**config.mk**
```make
export PLATFORM = sky130hd
export DESIGN_NAME = xbus_mem_glue
export DESIGN_NICKNAME = d
export VERILOG_FILES = /design/src/rtl/xbus_glue_pkg.sv /design/src/rtl/xbus_lo_latch.sv /design/src/rtl/xbus_dec1of8.sv /design/src/rtl/xbus_strobe_gen.sv /design/src/rtl/xbus_mem_glue.sv
export SDC_FILE = /design/constraint.sdc
export NUM_CORES = 1
export LEC_CHECK = 0
export CORE_MARGIN = 2
export CORE_UTILIZATION = 29
export CTS_BUF_LIST = sky130_fd_sc_hd__clkbuf_2 sky130_fd_sc_hd__clkbuf_4 sky130_fd_sc_hd__clkbuf_8
export DETAILED_ROUTE_END_ITERATION = 7
export PLACE_DENSITY = 0.82
export SKIP_CTS_REPAIR_TIMING = 1
export SYNTH_ARGS = -nofsm -noshare
export SYNTH_HDL_FRONTEND = slang
export SYNTH_HIERARCHICAL = 1
export SYNTH_SLANG_ARGS = --single-unit
```
**constraint.sdc**
```tcl
create_clock -name clk -period 1.6 [get_ports clk]
set_clock_uncertainty 0.2 [all_clocks]
set_input_delay 0.24 -clock clk [delete_from_list [all_inputs] [get_ports clk]]
set_output_delay 0.24 -clock clk [all_outputs]
set_load 0.01 [all_outputs]
```
**src/rtl/xbus_glue_pkg.sv**
```systemverilog
package xbus_glue_pkg;
    localparam int unsigned REGION_CNT = 3;
    localparam logic [7:0]  IDLE_BYTE  = 8'hFF;

    typedef enum logic [1:0] {
        RG_LOW    = 2'd0,
        RG_MIRROR = 2'd1,
        RG_HIGH   = 2'd2
    } region_e;
endpackage

```
**src/rtl/xbus_lo_latch.sv**
```systemverilog
module xbus_lo_latch #(
    parameter int unsigned LO_W = 8
) (
    input  logic            clk,
    input  logic            rst_n,
    input  logic            e_clk,
    input  logic            as_stb,
    input  logic [LO_W-1:0] ad_in,
    output logic [LO_W-1:0] addr_lo
);
    typedef struct packed {
        logic [LO_W-1:0] addr_lo;
    } state_t;

    state_t st_d, st_q;

    always_comb begin
        st_d = st_q;
        if (as_stb && !e_clk) begin
            st_d.addr_lo = ad_in;
        end
    end

    always_ff @(posedge clk or negedge rst_n) begin
        if (!rst_n) begin
            st_q <= '0;
        end else begin
            st_q <= st_d;
        end
    end

    assign addr_lo = st_q.addr_lo;


    lo_capture_chk: assert property (@(posedge clk) disable iff (!rst_n)
        (as_stb && !e_clk) |=> (addr_lo == $past(ad_in)));


    lo_hold_chk: assert property (@(posedge clk) disable iff (!rst_n)
        !(as_stb && !e_clk) |=> $stable(addr_lo));
endmodule

```
**src/rtl/xbus_dec1of8.sv**
```systemverilog
module xbus_dec1of8 #(
    parameter int unsigned SEL_W = 3,
    localparam int unsigned OUT_N = 1 << SEL_W
) (
    input  logic             clk,
    input  logic             rst_n,
    input  logic [SEL_W-1:0] sel,
    input  logic             en_hi,
    input  logic             en_lo_a,
    input  logic             en_lo_b,
    output logic [OUT_N-1:0] y_n
);
    logic enabled;
    assign enabled = en_hi & ~en_lo_a & ~en_lo_b;

    for (genvar k = 0; k < OUT_N; k++) begin : g_out
        assign y_n[k] = ~(enabled && (sel == SEL_W'(k)));
    end


    dec_onehot_chk: assert property (@(posedge clk) disable iff (!rst_n)
        $onehot0(~y_n));


    dec_idle_chk: assert property (@(posedge clk) disable iff (!rst_n)
        (!en_hi || en_lo_a || en_lo_b) |-> (&y_n));
endmodule

```
**src/rtl/xbus_strobe_gen.sv**
```systemverilog
module xbus_strobe_gen #(
    parameter int unsigned REGION_CNT = 3,
    parameter int unsigned DEV_AW     = 11,
    parameter int unsigned MIRROR_AW  = 9,
    parameter int unsigned MIRROR_IDX = 1,
    parameter int unsigned DW         = 8,
    parameter logic [7:0]  IDLE       = 8'hFF
) (
    input  logic                  clk,
    input  logic                  rst_n,
    input  logic                  e_clk,
    input  logic                  rw_n,
    input  logic [REGION_CNT-1:0] sel_n,
    input  logic [DEV_AW-1:0]     dev_addr,
    input  logic [DW-1:0]         mem_rdata,
    output logic [REGION_CNT-1:0] cs_n,
    output logic [DEV_AW-1:0]     mem_addr,
    output logic                  we_n,
    output logic                  oe_n,
    output logic                  bus_drv_en,
    output logic [DW-1:0]         bus_rd_data
);
    localparam int unsigned MASK_W = DEV_AW - MIRROR_AW;

    logic any_sel;

    always_comb begin
        any_sel     = ~(&sel_n);
        cs_n        = sel_n;
        we_n        = ~(e_clk & ~rw_n);
        oe_n        = ~(e_clk & rw_n);
        bus_drv_en  = e_clk & rw_n & any_sel;
        bus_rd_data = bus_drv_en ? mem_rdata : DW'(IDLE);
    end

    if (MASK_W > 0) begin : g_mask
        assign mem_addr = sel_n[MIRROR_IDX] ? dev_addr
                                            : {{MASK_W{1'b0}}, dev_addr[MIRROR_AW-1:0]};
    end else begin : g_nomask
        assign mem_addr = dev_addr;
    end


    we_oe_excl_chk: assert property (@(posedge clk) disable iff (!rst_n)
        !(!we_n && !oe_n));


    drv_needs_oe_chk: assert property (@(posedge clk) disable iff (!rst_n)
        bus_drv_en |-> (!oe_n && (cs_n != '1)));


    mirror_mask_chk: assert property (@(posedge clk) disable iff (!rst_n)
        !cs_n[MIRROR_IDX] |-> (mem_addr[DEV_AW-1:MIRROR_AW] == '0));
endmodule

```
**src/rtl/xbus_mem_glue.sv**
```systemverilog
module xbus_mem_glue
    import xbus_glue_pkg::*;
#(
    parameter int unsigned HI_W        = 8,
    parameter int unsigned LO_W        = 8,
    parameter int unsigned DW          = 8,
    parameter int unsigned DEV_AW      = 11,
    parameter int unsigned MIRROR_AW   = 9,
    parameter int unsigned SEL_W       = 3,
    parameter logic [2:0]  CODE_LOW    = 3'd2,
    parameter logic [2:0]  CODE_MIRROR = 3'd3,
    parameter logic [2:0]  CODE_HIGH   = 3'd5
) (
    input  logic                  clk,
    input  logic                  rst_n,
    input  logic                  e_clk,
    input  logic                  as_stb,
    input  logic                  rw_n,
    input  logic [HI_W-1:0]       addr_hi,
    input  logic [LO_W-1:0]       ad_in,
    input  logic [DW-1:0]         mem_rdata,
    output logic [HI_W+LO_W-1:0]  addr_full,
    output logic [DEV_AW-1:0]     mem_addr,
    output logic [DW-1:0]         mem_wdata,
    output logic [REGION_CNT-1:0] cs_n,
    output logic                  we_n,
    output logic                  oe_n,
    output logic                  bus_drv_en,
    output logic [DW-1:0]         bus_rd_data
);
    localparam int unsigned ADDR_W = HI_W + LO_W;
    localparam int unsigned OUT_N  = 1 << SEL_W;
    localparam logic [REGION_CNT*SEL_W-1:0] CODES = {CODE_HIGH, CODE_MIRROR, CODE_LOW};

    logic [LO_W-1:0]       addr_lo;
    logic [OUT_N-1:0]      y_n;
    logic [REGION_CNT-1:0] sel_n;

    xbus_lo_latch #(.LO_W(LO_W)) i_latch (
        .clk     (clk),
        .rst_n   (rst_n),
        .e_clk   (e_clk),
        .as_stb  (as_stb),
        .ad_in   (ad_in),
        .addr_lo (addr_lo)
    );

    assign addr_full = {addr_hi, addr_lo};
    assign mem_wdata = ad_in;

    // Enables: upper window bit high, top bit low, E high (inverted E on an active-low enable).
    xbus_dec1of8 #(.SEL_W(SEL_W)) i_dec (
        .clk     (clk),
        .rst_n   (rst_n),
        .sel     (addr_full[DEV_AW +: SEL_W]),
        .en_hi   (addr_full[ADDR_W-2]),
        .en_lo_a (addr_full[ADDR_W-1]),
        .en_lo_b (~e_clk),
        .y_n     (y_n)
    );

    for (genvar g = 0; g < REGION_CNT; g++) begin : g_region
        assign sel_n[g] = y_n[CODES[g*SEL_W +: SEL_W]];
    end

    xbus_strobe_gen #(
        .REGION_CNT (REGION_CNT),
        .DEV_AW     (DEV_AW),
        .MIRROR_AW  (MIRROR_AW),
        .MIRROR_IDX (int'(RG_MIRROR)),
        .DW         (DW),
        .IDLE       (IDLE_BYTE)
    ) i_strobe (
        .clk         (clk),
        .rst_n       (rst_n),
        .e_clk       (e_clk),
        .rw_n        (rw_n),
        .sel_n       (sel_n),
        .dev_addr    (addr_full[DEV_AW-1:0]),
        .mem_rdata   (mem_rdata),
        .cs_n        (cs_n),
        .mem_addr    (mem_addr),
        .we_n        (we_n),
        .oe_n        (oe_n),
        .bus_drv_en  (bus_drv_en),
        .bus_rd_data (bus_rd_data)
    );


    low_phase_quiet_chk: assert property (@(posedge clk) disable iff (!rst_n)
        !e_clk |-> ((&cs_n) && (&y_n) && we_n && oe_n && !bus_drv_en));


    addr_hi_pass_chk: assert property (@(posedge clk) disable iff (!rst_n)
        addr_full[ADDR_W-1:LO_W] == addr_hi);
endmodule

```
==> impl_results.md <==
- Status: finished, violations left
- Failing checks: negative setup slack
- Share of cells above drive strength 1: 0.469
- Detailed Route WL: slightly above 2000 µm
- Largest net degree at the start of global routing: 11
- Commonest non-fill, non-tap cell in the layout: dlymetal6s2s_1
- Sink Count: 8
- Die width: about 53 µm
- RePlAce Congestion: around 0.64
- CP max FO: 5
- Kind of critical path: in -> out
- Worst-Margin Slew: between 0.3 and 0.4 ns
- Ports: 78
- Setup repair after global routing missed its margin: true
- CTS root buf: clkbuf_4
- Die Height: between 50 and 60 µm
- Max incr delay on CP: roughly 0.33 ns
- Routed Antenna Nets: 0
- Syn nets: a little under 100
- # nets final: 161
- Avg Inst Size Synth: 10.2 µm²
- Switching part of the total: 0.276
- Initial Util: 0.312
- Die Area: ~2800 µm²
- Vias: between 700 and 800
- CTS tree: done
- Critical Path RT: roughly 1.2 ns
- H-tree levels: 1
- Grt ovf: 0
- Core footprint: 2250 µm²
- Max reg flops: 8
- GRT Resource Usage Total: 0.129
- Post-route setup slack: -0.209 ns
- DRT Pass-1 Iters: 4
- Final Hold Viols: 0
- Fin Hold WS: between 0.06 and 0.07 ns
- Layout area overhead: 113%
- Port Buffers: between 70 and 80
- Initial drt markers: 3
- Worst r2r path cells: 1
- Clock tree buffer depth: 2
- Initial antenna violation count: 0
- Vias in the first global route: a little under 700
- Post-DP Area: roughly 1400 µm²
- DRC: 0
- Pwr dens: approximately 520 nW/µm²
- Most frequent cells in the layout: dlymetal6s2s_1, clkdlybuf4s50_1, buf_4
- Sequential share of power: 0.328
- Peak supply drop: between 300 and 400 µV
- Switch Pwr: between 200 and 250 µW
- Stages on worst setup path: 6
- Critical-path cell list: buf_6 > and3b_2 > nand3_2 > and3_4 > or3_4 > buf_6
- Final Util: 0.665
- Type of the worst min-delay path: in -> async
- Clk Latency, worst-skew pair: between 0.2 and 0.25 ns
- Avg WL per Cell: 13.1 µm
- P_leak: between 0.0008 and 0.0009 µW
- CP max stage cell: or3_4
- Worst EP arrival: about 1.4 ns
- Critical path buffers and inverters: 2
- Element type at the critical path start: input pin
- Num CTS Buffers: 3
- Slew Limit Fails: 0
- Max-cap violations: 0
- Top Family by Delay on Critical Path: simple AND/OR/NAND/NOR gates
- Finished Cell Area: 1500 µm²
- Clk pwr share: 0.184
- Yosys warns: 6
- Cells after synthesis: ~70
- Relative slew slack: 0.777
- Comb pwr share: 0.488
- Place WS: -0.952 ns
- Crit share post-route: 1.13
- Wire length of the first global-routing pass: between 2000 and 3000 µm
- Most used cell, CP: buf_6
- F_max: 553 MHz
- Critical Path End Type: output pin
- Crit path time final: 1.81 ns
- N_diodes: 0
- Setup tns final: -1.58 ns
- Clk slew on worst S/H paths: ~0.050 ns
- # rows: 17
- Int Power: 565 µW
- Post-Syn Area: between 700 and 800 µm²
- Final setup vio count: 8
- Vias/cell: 4.47
## worst paths after layout
kind,slack (ns),startpoint,to
max in group asynchronous,0.89,rst_n,i_latch/addr_lo[6]
min in group clk,0.28,addr_hi[0],addr_full[8]
setup / recovery,-0.21,addr_hi[7],bus_rd_data[7]
hold reg to reg,0.32,i_latch/addr_lo[4],i_latch/addr_lo[4]
hold / removal,0.06,rst_n,i_latch/addr_lo[4]
setup reg to reg,0.60,i_latch/addr_lo[0],i_latch/addr_lo[0]
## through the flow
step / total power (µW) / std cells
global route: 829 / 158
finish: 780 / 158
floorplan: 453 / 69
global placement: 651 / 153
detailed placement: 659 / 153
CTS: 809 / 156
## layout make-up
| type | count | area [µm²] |
|---|---|---|
| timing repair buffer | 86 | 880 |
| sequential | 8 | 200 |
| fill | 180 | 754 |
| tap | 28 | 35.0 |
| multi-input combinational | 32 | 359 |
| clock buffer | 3 | 22.5 |
| inverter | 1 | 3.75 |
## routing by layer
metal	vias to the layer above	global-route usage	share of wire
li1	329	-	-
met4	0	0.0427	0
met5	-	0	0
met2	59	0.272	0.51
met3	0	0.0339	0.18
met1	319	0.113	0.31
## power groups by stage
stage               Combinational, µW  Sequential, µW  Clock [µW]
detailed placement                398             261           0
finish                            381             256         144
floorplan                         181             272           0
CTS                               400             258         151
global placement                  393             257           0
global route                      403             259         167
No activity file was read; power rests on OpenSTA's default activity.
